### src/rtl/shift_rot_pkg.sv
package shift_rot_pkg;
  typedef enum logic [1:0] {
    OP_PASS0 = 2'b00,
    OP_PASS1 = 2'b01,
    OP_SHR   = 2'b10,
    OP_SHL   = 2'b11
  } shift_op_e;
endpackage

### src/rtl/shift_lane_bank.sv
module shift_lane_bank #(
  parameter int WIDTH = 4
) (
  input  logic [WIDTH-1:0] data_i,
  input  logic [1:0]       sel_i,
  input  logic             arith_i,
  output logic [WIDTH-1:0] data_o
);
  logic fill_msb;
  assign fill_msb = arith_i & data_i[WIDTH-1];

  for (genvar i = 0; i < WIDTH; i++) begin : g_lane
    logic [3:0] cand;
    logic       right_src, left_src;
    if (i == WIDTH-1) begin : g_top
      assign right_src = fill_msb;
    end else begin : g_mid_r
      assign right_src = data_i[i+1];
    end
    if (i == 0) begin : g_bot
      assign left_src = 1'b0;
    end else begin : g_mid_l
      assign left_src = data_i[i-1];
    end
    // encoding follows shift_rot_pkg::shift_op_e
    assign cand   = {left_src, right_src, data_i[i], data_i[i]};
    assign data_o[i] = cand[sel_i];
  end
endmodule

### src/rtl/rot_lane_bank.sv
module rot_lane_bank #(
  parameter int WIDTH = 4
) (
  input  logic [WIDTH-1:0] data_i,
  input  logic [1:0]       dist_i,
  output logic [WIDTH-1:0] data_o
);
  for (genvar i = 0; i < WIDTH; i++) begin : g_lane
    logic [3:0] cand;
    for (genvar k = 0; k < 4; k++) begin : g_tap
      assign cand[k] = data_i[(i + k) % WIDTH];
    end
    assign data_o[i] = cand[dist_i];
  end
endmodule

### src/rtl/sign_change_det.sv
module sign_change_det #(
  parameter int WIDTH = 4
) (
  input  logic [WIDTH-1:0] src_i,
  input  logic [WIDTH-1:0] res_i,
  input  logic             en_i,
  output logic             ovf_o
);
  assign ovf_o = en_i & (src_i[WIDTH-1] ^ res_i[WIDTH-1]);
endmodule

### src/rtl/shift_rot_unit.sv
module shift_rot_unit
  import shift_rot_pkg::*;
#(
  parameter int WIDTH = 4
) (
  input  logic [WIDTH-1:0] data_i,
  input  logic [1:0]       sel_i,
  input  logic             arith_i,
  input  logic             rot_i,
  output logic [WIDTH-1:0] data_o,
  output logic             ovf_o
);
  localparam int MSB = WIDTH - 1;

  logic [WIDTH-1:0] shift_res, rot_res;
  logic             chk_en;
  shift_op_e        op;

  assign op     = shift_op_e'(sel_i);
  assign chk_en = ~rot_i & arith_i & (op == OP_SHL);

  shift_lane_bank #(.WIDTH(WIDTH)) u_shift (
    .data_i (data_i),
    .sel_i  (sel_i),
    .arith_i(arith_i),
    .data_o (shift_res)
  );

  rot_lane_bank #(.WIDTH(WIDTH)) u_rot (
    .data_i(data_i),
    .dist_i(sel_i),
    .data_o(rot_res)
  );

  sign_change_det #(.WIDTH(WIDTH)) u_ovf (
    .src_i(data_i),
    .res_i(shift_res),
    .en_i (chk_en),
    .ovf_o(ovf_o)
  );

  assign data_o = rot_i ? rot_res : shift_res;

  always_comb begin
    if (!rot_i && !sel_i[1])
      AST_PASS_THRU: assert (data_o == data_i);
    if (!rot_i && sel_i == 2'b10)
      AST_RIGHT_FILL: assert (data_o[MSB] == (arith_i & data_i[MSB]));
    if (!rot_i && sel_i == 2'b11)
      AST_LEFT_ZERO: assert (data_o[0] == 1'b0);
    if (!rot_i && arith_i && sel_i == 2'b11)
      AST_OVF_SIGN: assert (ovf_o == (data_o[MSB] != data_i[MSB]));
    if (ovf_o)
      AST_NO_OVERFLOW: assert (!rot_i && arith_i && sel_i == 2'b11);
    if (rot_i)
      AST_ROT_POP: assert ($countones(data_o) == $countones(data_i));
  end
endmodule

### config.mk
export PLATFORM = sky130hd
export DESIGN_NAME = shift_rot_unit
export DESIGN_NICKNAME = d
export VERILOG_FILES = /design/src/rtl/shift_rot_pkg.sv /design/src/rtl/shift_lane_bank.sv /design/src/rtl/rot_lane_bank.sv /design/src/rtl/sign_change_det.sv /design/src/rtl/shift_rot_unit.sv
export SDC_FILE = /design/constraint.sdc
export NUM_CORES = 1
export LEC_CHECK = 0
export BUFFER_PORTS_ARGS = -buffer_cell sky130_fd_sc_hd__buf_4
export CAP_MARGIN = 25
export CORE_AREA = 2 2 39 41
export DETAILED_ROUTE_END_ITERATION = 8
export DIE_AREA = 0 0 41 43
export MAX_ROUTING_LAYER = met4
export SLEW_MARGIN = 25
export SYNTH_ARGS = -nofsm -noshare
export SYNTH_HDL_FRONTEND = slang
export SYNTH_SLANG_ARGS = --single-unit
### constraint.sdc
create_clock -name vclk -period 2.7
set_clock_uncertainty 0.05 [all_clocks]
set_input_delay 0.405 -clock vclk [all_inputs]
set_output_delay 0.405 -clock vclk [all_outputs]
set_load 0.005 [all_outputs]
==> results of run 1 <==
==> worst min-delay path by stage <==
stage / from / endpoint / slack [ns] / cells past startpoint
2_1_floorplan: arith_i / ovf_o / 0.88 / 2
3_3_place_gp: sel_i[1] / data_o[0] / 1.09 / 3
3_5_place_dp: sel_i[1] / data_o[0] / 1.09 / 3
4_1_cts: sel_i[1] / data_o[0] / 1.09 / 3
5_1_grt: sel_i[1] / data_o[0] / 1.12 / 3
6_report: sel_i[1] / data_o[0] / 1.09 / 3
==> Yosys cell counts, drive strengths merged, types with 2 or more instances <==
library cell | number | area [µm²]
inv | 2 | 7.51
o21ai | 2 | 10.0
a211oi | 3 | 22.5
and3 | 2 | 15.0
nand2 | 3 | 11.3
mux2i | 2 | 20.0
buf | 2 | 22.5
o22ai | 2 | 12.5
==> power by group through the flow <==
| stage | registers [mW] | logic (mW) | clock network, mW |
|---|---|---|---|
| floorplan | 0 | 0.0300 | 0 |
| global placement | 0 | 0.0515 | 0 |
| detailed placement | 0 | 0.0519 | 0 |
| CTS | 0 | 0.0520 | 0 |
| global route | 0 | 0.0572 | 0 |
| finish | 0 | 0.0512 | 0 |
==> metrics by stage <==
| step | worst slack, ns | std cells |
|---|---|---|
| 6_report | 1.01 | 57 |
| 5_1_grt | 0.919 | 57 |
| 4_1_cts | 1.00 | 57 |
| 3_5_place_dp | 1.00 | 57 |
| 3_3_place_gp | 1.01 | 57 |
| 2_1_floorplan | 1.18 | 31 |
==> area by class of cell <==
class | count | area, µm² | share of cell area
multi-input cells | 26 | 189 | 0.602
inverters | 2 | 7.51 | 0.0239
repair buffers | 13 | 97.6 | 0.311
well taps | 16 | 20.0 | 0.0637
==> metal layers <==
metal | GRT usage | wire length (µm)
met1 | 0.111 | 286
met2 | 0.119 | 239
met3 | 0 | 41
met4 | 0 | 0
met5 | - | 0
==> logic make-up after synthesis <==
kind of cell,Yosys count,synth area share
xor+xnor,1,0.0391
compound gates,13,0.436
simple gates,9,0.212
buf+inv,5,0.156
mux,3,0.156
==> Flow_metrics.wiki, run 1 <==
{| class="wikitable"
! Metric !! Value
|-
| Hold slack || approximately 1.1 ns
|-
| Net switching fraction of the power || 0.438
|-
| Share of final-layout standard cells stronger than drive strength 1 || 0.439
|-
| Final estimated routing congestion in global placement || 0.771
|-
| Start point of the critical path || sel_i[0]
|-
| CTS-repair resized insts || 0
|-
| # clk buffers || 0
|-
| Die extent in y || around 43 µm
|-
| Cell-internal power || 28.8 µW
|-
| Synth Warn # || 0
|-
| Starting density of the core || 0.162
|-
| Final hold violations || 0
|-
| Summed area of non-filler cells in the final layout || about 310 µm²
|-
| Total negative slack for setup checks || 0 ns
|-
| Endpoint arrival time on the critical path || 1.24 ns
|-
| Gate Count Post-Synth || 31
|-
| Headroom to the max-slew limit || 0.838
|-
| Kind of launch point of the worst setup path || input port
|-
| Delay of the slowest cell on the worst path || 0.30 ns
|-
| Average wire per cell in the routed design || between 9 and 10 µm
|-
| Number of placement rows || 14
|-
| Final #Nets || 51
|-
| Initial DRC Count || 2
|-
| First-pass iteration count of the detailed router || 2
|-
| Final setup violating endpoints || 0
|-
| Sequential fraction of the synthesis area || 0
|-
| FF+latch count || 0
|-
| Synthesized area || around 220 µm²
|-
| Antenna fix cells || 0
|-
| Critical path class || in -> out
|-
| Crit path to || data_o[0]
|-
| DRT antenna net count || 0
|-
| Run status || completed
|-
| Die Footprint || ~1800 µm²
|-
| Syn Area/Cell || about 7.2 µm²
|-
| DPL Wire Length || between 400 and 500 µm
|-
| Core region area || between 1000 and 1500 µm²
|-
| Number of buffers inserted by hold repair at cts || 0
|-
| Post-CTS Setup Inserts || 0
|-
| Seq. cell area || 0 µm²
|-
| Leading cell type in the layout, fill and taps excluded || buf_4
|-
| Final-layout fill cell count || between 150 and 200
|-
| GRT Resource Usage Total || 0.0747
|-
| First-pass GRT wire length || 979 µm
|-
| Final worst path period share || 0.627
|-
| Remaining global-route overflow || 0
|-
| Maximum number of pins on one net before global-route repair || 12
|-
| Commonest cells after routing, fill and taps aside || buf_4 (13), nand2_1 (3), a211oi_1 (3)
|-
| Least-Margin Pin Slew || 0.242 ns
|-
| Number of nets produced by synthesis || 39
|-
| Switching Power || about 22 µW
|-
| Kind of capture point of the worst setup path || primary output
|-
| Vias in the first global route || 237
|-
| Cell area reported after detailed placement || 314 µm²
|-
| Count of buffer and inverter cells on the critical path || 2
|-
| Die X || 41 µm
|-
| Power share of the sequential group || 0
|-
| Ports || 13
|-
| Reported max-cap violation count || 0
|-
| Mean number of vias per cell || 4.70
|-
| Worst path required time || approximately 2.3 ns
|-
| Number of distinct library cells after synthesis || 21
|-
| Final critical path time including I/O delays and setup || approximately 1.7 ns
|-
| Total power || ~51 µW
|-
| Comb power frac || 1.000
|-
| Aggregate routed wire length || roughly 570 µm
|-
| Initial antenna violation count || 0
|-
| Type of the worst min-delay path || in -> out
|-
| P_leak || 0.154 nW
|-
| Slew Limit Fails || 0
|-
| Number of input and output port buffers inserted || 13
|-
| Most Frequent Cell on Critical Path || buf_4
|-
| Power density of the placed cells || 163 nW/µm²
|-
| IR Drop Worst-Case VDD || 0.0439 mV
|-
| Cell family with the largest share of critical-path delay || multiplexers
|-
| Slowest library cell on the worst path || mux2_4
|-
| Maximum fanout along the worst path || 10
|-
| Max Clk Rate || 0.591 GHz
|-
| Unrepaired setup endpoints after global routing || no
|-
| Final core occ || 0.227
|-
| Number of gates on the worst path with buffers counted || 5
|-
| Clock network power share || 0
|-
| Via count || 268
|-
| Worst path cell trace || buf_4 > mux2_4 > a22oi_2 > a21oi_1 > buf_4
|-
| Detailed-route DRC error count || 0
|-
| Area growth from synthesis to layout || 40.2%
|}
(Power assumes the default switching activity.)
==> inputs of run 2 (changes only) <==
Settings changed: ABC_AREA set to 1.
Clock period 2.7 ns to 1.76 ns, I/O delays scaled along.
==> Flow_metrics.wiki, run 2 <==
{| class="wikitable"
! Metric !! Value
|-
| Run status || completed (unchanged)
|-
| Detailed-route DRC error count || 0 (unchanged)
|-
| Worst path required time || 1.45 ns (was 2.25 ns)
|-
| Remaining global-route overflow || 0 (unchanged)
|-
| Number of distinct library cells after synthesis || 11 (was 21)
|-
| Worst path cell trace || buf_4 > inv_1 > a21oi_1 > nand2_1 > nand2_1 > nand2_1 > nor2_1 > buf_4 (was buf_4 > mux2_4 > a22oi_2 > a21oi_1 > buf_4)
|-
| Starting density of the core || 0.150 (was 0.162)
|-
| First-pass GRT wire length || 1080 µm (was 979 µm)
|-
| Final-layout fill cell count || 168 (was 170)
|-
| GRT Resource Usage Total || 0.0809 (was 0.0747)
|-
| Aggregate routed wire length || 665 µm (was 568 µm)
|-
| Max Clk Rate || ~0.71 GHz
|-
| Sum of met2 wire segment lengths after detailed routing || 277 µm (was 239 µm)
|-
| Cell-internal power || 40.1 µW (was 28.8 µW)
|-
| Mean number of vias per cell || 4.67 (was 4.70)
|-
| Reported max-cap violation count || 0 (unchanged)
|-
| Antenna fix cells || 0 (unchanged)
|-
| Delay of the slowest cell on the worst path || 0.18 ns (was 0.30 ns)
|-
| Final setup violating endpoints || 0 (unchanged)
|-
| Commonest cells after routing, fill and taps aside || nand3_1 (16), nand2_1 (15), buf_4 (13) (was buf_4 (13), nand2_1 (3), a211oi_1 (3))
|-
| Die extent in y || 43 µm (unchanged)
|-
| Number of placement rows || 14 (unchanged)
|-
| Area used by multi-input combinational logic || 191 µm² (was 189 µm²)
|-
| Count of buffer and inverter cells on the critical path || 3 (was 2)
|-
| Leading cell type in the layout, fill and taps excluded || nand3_1 (was buf_4)
|-
| Type of the worst min-delay path || in -> out (unchanged)
|-
| Clock network power share || 0 (about the same)
|-
| Final hold violations || 0 (unchanged)
|-
| Endpoint arrival time on the critical path || 1.10 ns (was 1.24 ns)
|-
| Kind of capture point of the worst setup path || primary output (unchanged)
|-
| Number of input and output port buffers inserted || 13 (unchanged)
|-
| Sink of the worst hold path || data_o[2] (was data_o[0])
|-
| Unrepaired setup endpoints after global routing || no (unchanged)
|-
| First-pass iteration count of the detailed router || 4 (was 2)
|-
| FF+latch count || 0 (unchanged)
|-
| IR Drop Worst-Case VDD || 0.0731 mV (was 0.0439 mV)
|-
| Final core occ || 0.231 (was 0.227)
|-
| DPL Wire Length || 529 µm (was 464 µm)
|-
| Summed area of non-filler cells in the final layout || 320 µm² (was 314 µm²)
|-
| Ports || 13 (unchanged)
|-
| # clk buffers || 0 (unchanged)
|-
| Comb power frac || 1.000 (about the same)
|-
| Hold slack || 0.820 ns (was 1.09 ns)
|-
| Final critical path time including I/O delays and setup || around 1.4 ns
|-
| Initial DRC Count || 6 (was 2)
|-
| Proportion of netlist area held by the largest area contributor || 0.386 (was 0.101)
|-
| Uppermost layer routed || met3 (unchanged)
|-
| CTS-repair resized insts || 0 (unchanged)
|-
| Number of nets produced by synthesis || 53 (was 39)
|-
| Power density of the placed cells || 256 nW/µm² (was 163 nW/µm²)
|-
| Average wire per cell in the routed design || 9.11 µm (was 9.96 µm)
|-
| Cell area reported after detailed placement || 320 µm² (was 314 µm²)
|-
| Net switching fraction of the power || 0.511 (was 0.438)
|-
| Area growth from synthesis to layout || 54.2% (was 40.2%)
|-
| Most area-consuming cells after synthesis || nand3_1 (39%), nand2_1 (27%), o211ai_1 (7.2%) (was a211oi_1 (10%), buf_6 (10%), mux2i_1 (8.9%))
|-
| Die Footprint || 1760 µm² (unchanged)
|-
| Seq. cell area || 0 µm² (unchanged)
|-
| Cell type with the highest aggregate area in the netlist || nand3_1 (was a211oi_1)
|-
| Gate Count Post-Synth || 45 (was 31)
|-
| Most used standard cell by instance count after synthesis || nand3_1
|-
| Synth Warn # || 0 (unchanged)
|-
| Core region area || 1380 µm² (unchanged)
|-
| Number of instances on the worst hold path || 4 (was 3)
|-
| Maximum number of pins on one net before global-route repair || 13 (was 12)
|-
| P_leak || 0.165 nW (was 0.154 nW)
|-
| Power share of the sequential group || 0 (about the same)
|-
| Slowest library cell on the worst path || a21oi_1 (was mux2_4)
|-
| Via count || 341 (was 268)
|-
| Most Frequent Cell on Critical Path || nand2_1 (was buf_4)
|-
| Cell family with the largest share of critical-path delay || buffers and inverters (was multiplexers)
|-
| Met1 routed wirelength after detailed routing || 322 µm (was 286 µm)
|-
| Maximum fanout along the worst path || 12 (was 10)
|-
| Die X || 41 µm (unchanged)
|-
| Number of gates on the worst path with buffers counted || 8 (was 5)
|-
| Vias in the first global route || 279 (was 237)
|-
| Syn Area/Cell || 4.62 µm² (was 7.22 µm²)
|-
| Start point of the worst hold path || rot_i (was sel_i[1])
|-
| Least-Margin Pin Slew || 0.180 ns (was 0.242 ns)
|-
| Slew Limit Fails || 0 (unchanged)
|-
| Routed met3 length || 65 µm (was 41 µm)
|-
| Headroom to the max-slew limit || 0.880 (was 0.838)
|-
| Critical path class || in -> out (unchanged)
|-
| Kind of launch point of the worst setup path || input port (unchanged)
|-
| Synthesized area || 208 µm² (was 224 µm²)
|-
| Leading post-synthesis cells by instance count || nand3_1 (16), nand2_1 (15) (was a211oi_1 (3), nand2_1 (3))
|-
| Share of final-layout standard cells stronger than drive strength 1 || 0.263 (was 0.439)
|-
| Number of buffers inserted by hold repair at cts || 0 (unchanged)
|-
| Initial antenna violation count || 0 (unchanged)
|-
| Final #Nets || 67 (was 51)
|-
| DRT antenna net count || 0 (unchanged)
|-
| Final worst path period share || 0.801
|-
| Sequential fraction of the synthesis area || 0 (unchanged)
|-
| Total negative slack for setup checks || 0 ns (unchanged)
|-
| Final estimated routing congestion in global placement || 0.782 (was 0.771)
|-
| Post-CTS Setup Inserts || 0 (unchanged)
|-
| Switching Power || 42.0 µW (was 22.4 µW)
|}
[run 2: kinds of logic after synthesis]
group / count (synthesis) / share of synthesized area
simple gates: 34 / 0.723
buf+inv: 4 / 0.0783
compound gates: 7 / 0.199
[run 2: routing by layer]
layer	vias to the layer above	global-route usage
met5	-	-
met4	0	0
met3	0	0
met2	12	0.119
met1	146	0.130
li1	183	-
[run 2: layout make-up]
cell class                 count  share of cell area
inverter                       3              0.0352
multi-input combinational     41               0.598
tap                           16              0.0625
timing repair buffer          13               0.305
[run 2: power by group through the flow]
stage          Clock [mW]  Combinational (mW)  Sequential [mW]
2_1_floorplan           0              0.0403                0
3_3_place_gp            0              0.0822                0
3_5_place_dp            0              0.0823                0
4_1_cts                 0              0.0825                0
5_1_grt                 0              0.0916                0
6_report                0              0.0821                0
[run 2: how the worst max path moves through the flow]
stage	start	to	slack, ns
after floorplan	sel_i[1]	ovf_o	0.70
after global placement	sel_i[1]	ovf_o	0.37
after detailed placement	sel_i[1]	ovf_o	0.36
after CTS	sel_i[1]	ovf_o	0.35
after global routing	sel_i[1]	ovf_o	0.25
final	sel_i[1]	ovf_o	0.35
[run 2: stage by stage]
| stage | std cells | setup slack, ns | power, mW |
|---|---|---|---|
| 6_report | 73 | 0.350 | 0.0821 |
| 5_1_grt | 73 | 0.249 | 0.0916 |
| 4_1_cts | 73 | 0.347 | 0.0825 |
| 3_5_place_dp | 73 | 0.357 | 0.0823 |
| 3_3_place_gp | 73 | 0.373 | 0.0822 |
| 2_1_floorplan | 45 | 0.702 | 0.0403 |
==> inputs of run 3 (changes only) <==
Clock period 1.76 ns to 1.13 ns, I/O delays scaled along.
==> Flow_metrics.wiki, run 3 (synthesis results as in run 2) <==
{| class="wikitable"
! Metric !! Value
|-
| Run status || completed (unchanged)
|-
| Final setup violating endpoints || 0 (unchanged)
|-
| First-pass iteration count of the detailed router || 4 (unchanged)
|-
| Antenna fix cells || 0 (unchanged)
|-
| Kind of capture point of the worst setup path || primary output (unchanged)
|-
| Ports || 13 (unchanged)
|-
| Total negative slack for setup checks || 0 ns (unchanged)
|-
| Maximum number of pins on one net before global-route repair || 11 (was 13)
|-
| Slowest library cell on the worst path || buf_4 (was a21oi_1)
|-
| Initial antenna violation count || 0 (unchanged)
|-
| Comb power frac || 1.000 (about the same)
|-
| Area used by multi-input combinational logic || 203 µm² (was 191 µm²)
|-
| Cell-internal power || 72.7 µW (was 40.1 µW)
|-
| Final hold violations || 0 (unchanged)
|-
| Die Footprint || 1760 µm² (unchanged)
|-
| Final critical path time including I/O delays and setup || 1.07 ns
|-
| Count of placed standard cells in the final layout, fillers left out || 76 (was 73)
|-
| Worst path cell trace || buf_4 > inv_4 > nand2_1 > nand3_1 > o211ai_1 > nand2_1 > buf_4 (was buf_4 > inv_1 > a21oi_1 > nand2_1 > nand2_1 > nand2_1 > nor2_1 > buf_4)
|-
| Final #Nets || 70 (was 67)
|-
| Final core occ || 0.260 (was 0.231)
|-
| DPL Wire Length || 545 µm (was 529 µm)
|-
| Initial DRC Count || 24 (was 6)
|-
| Reported max-cap violation count || 0 (unchanged)
|-
| P_leak || 0.181 nW (was 0.165 nW)
|-
| Number of input and output port buffers inserted || 13 (unchanged)
|-
| Final estimated routing congestion in global placement || 0.773 (was 0.782)
|-
| Unrepaired setup endpoints after global routing || yes (was no)
|-
| Cell total after placement || 76 (was 73)
|-
| Type of the worst min-delay path || in -> out (unchanged)
|-
| IR Drop Worst-Case VDD || 0.132 mV (was 0.0731 mV)
|-
| Sink of the worst hold path || data_o[1] (was data_o[2])
|-
| First-pass GRT wire length || 1040 µm (was 1080 µm)
|-
| Share of final-layout standard cells stronger than drive strength 1 || 0.333 (was 0.263)
|-
| Clock network power share || 0 (about the same)
|-
| Worst path required time || 0.91 ns (was 1.45 ns)
|-
| Vias in the first global route || 242 (was 279)
|-
| Final-layout fill cell count || 169 (was 168)
|-
| Start point of the critical path || sel_i[0] (was sel_i[1])
|-
| Commonest cells after routing, fill and taps aside || nand3_1 (16), nand2_1 (15), buf_4 (15) (was nand3_1 (16), nand2_1 (15), buf_4 (13))
|-
| Leading cell type in the layout, fill and taps excluded || nand3_1 (unchanged)
|-
| Aggregate routed wire length || 718 µm (was 665 µm)
|-
| DRT antenna net count || 0 (unchanged)
|-
| Headroom to the max-slew limit || 0.894 (was 0.880)
|-
| Start point of the worst hold path || data_i[1] (was rot_i)
|-
| Mean number of vias per cell || 4.88 (was 4.67)
|-
| Least-Margin Pin Slew || 0.159 ns (was 0.180 ns)
|-
| Detailed-route DRC error count || 0 (unchanged)
|-
| Final worst path period share || 0.949
|-
| Remaining global-route overflow || 0 (unchanged)
|-
| Power share of the sequential group || 0 (about the same)
|-
| Kind of launch point of the worst setup path || input port (unchanged)
|-
| Power density of the placed cells || 403 nW/µm² (was 256 nW/µm²)
|-
| Die extent in y || 43 µm (unchanged)
|-
| FF+latch count || 0 (unchanged)
|-
| Average wire per cell in the routed design || 9.45 µm (was 9.11 µm)
|-
| Number of placement rows || 14 (unchanged)
|-
| Slew Limit Fails || 0 (unchanged)
|-
| # clk buffers || 0 (unchanged)
|-
| Net switching fraction of the power || 0.499 (was 0.511)
|-
| Delay of the slowest cell on the worst path || 0.14 ns (was 0.18 ns)
|-
| Number of buffers inserted by hold repair at cts || 0 (unchanged)
|-
| Switching Power || 72.5 µW (was 42.0 µW)
|-
| Seq. cell area || 0 µm² (unchanged)
|-
| Starting density of the core || 0.150 (unchanged)
|-
| GRT Resource Usage Total || 0.0788 (was 0.0809)
|-
| Number of instances on the worst hold path || 4 (unchanged)
|-
| Core region area || 1380 µm² (unchanged)
|-
| Maximum fanout along the worst path || 7 (was 12)
|-
| Critical path class || in -> out (unchanged)
|-
| Die X || 41 µm (unchanged)
|-
| Endpoint arrival time on the critical path || 0.85 ns (was 1.10 ns)
|-
| Max Clk Rate || 0.933 GHz
|-
| Via count || 371 (was 341)
|-
| Area growth from synthesis to layout || 73.5% (was 54.2%)
|}
-- run 3: layer usage --
metal  GRT usage  wire [µm]  part of all wire
met2      0.0875        294              0.41
met1       0.155        339              0.47
met3           0         84              0.12
met4           0          0                 0
met5           -          0                 0
-- run 3: timing repair --
action                                 in CTS  in global routing
buffers inserted                            0                  0
setup endpoints to repair                   0                  4
gates resized for setup                     0                  5
endpoints found under the hold margin       0                  0
-- run 3: how the worst max path moves through the flow --
stage           endpoint  slack (ns)  cells past startpoint
6_report       data_o[2]        0.06                      7
5_1_grt        data_o[0]      -0.002                      7
4_1_cts            ovf_o        0.04                      7
3_5_place_dp       ovf_o        0.05                      7
3_3_place_gp   data_o[0]        0.05                      7
2_1_floorplan      ovf_o        0.26                      6
-- run 3: area by class of cell --
| type | count | share of cell area |
|---|---|---|
| inverters | 3 | 0.0382 |
| multi-input cells | 41 | 0.562 |
| well taps | 16 | 0.0556 |
| repair buffers | 16 | 0.344 |
-- run 3: critical path, delay by kind of cell --
| kind | cells | cell delay [ns] |
|---|---|---|
| AOI/OAI and AO/OA | 1 | 0.09 |
| buffers and inverters | 3 | 0.34 |
| and+or+nand+nor | 3 | 0.26 |
-- run 3: power groups by stage --
| stage | registers [mW] | clock network [mW] | logic, mW |
|---|---|---|---|
| 5_1_grt | 0 | 0 | 0.161 |
| 4_1_cts | 0 | 0 | 0.136 |
| 3_5_place_dp | 0 | 0 | 0.136 |
| 6_report | 0 | 0 | 0.145 |
| 2_1_floorplan | 0 | 0 | 0.0628 |
| 3_3_place_gp | 0 | 0 | 0.136 |
-- run 3: per-stage QoR --
stage	hold slack (ns)	instance area, µm²	worst slack (ns)	total power, mW
4_1_cts	0.640	343	0.0399	0.136
3_3_place_gp	0.638	343	0.0467	0.136
5_1_grt	0.674	360	-0.00223	0.161
6_report	0.636	360	0.0579	0.145
3_5_place_dp	0.639	343	0.0499	0.136
2_1_floorplan	0.402	208	0.261	0.0628
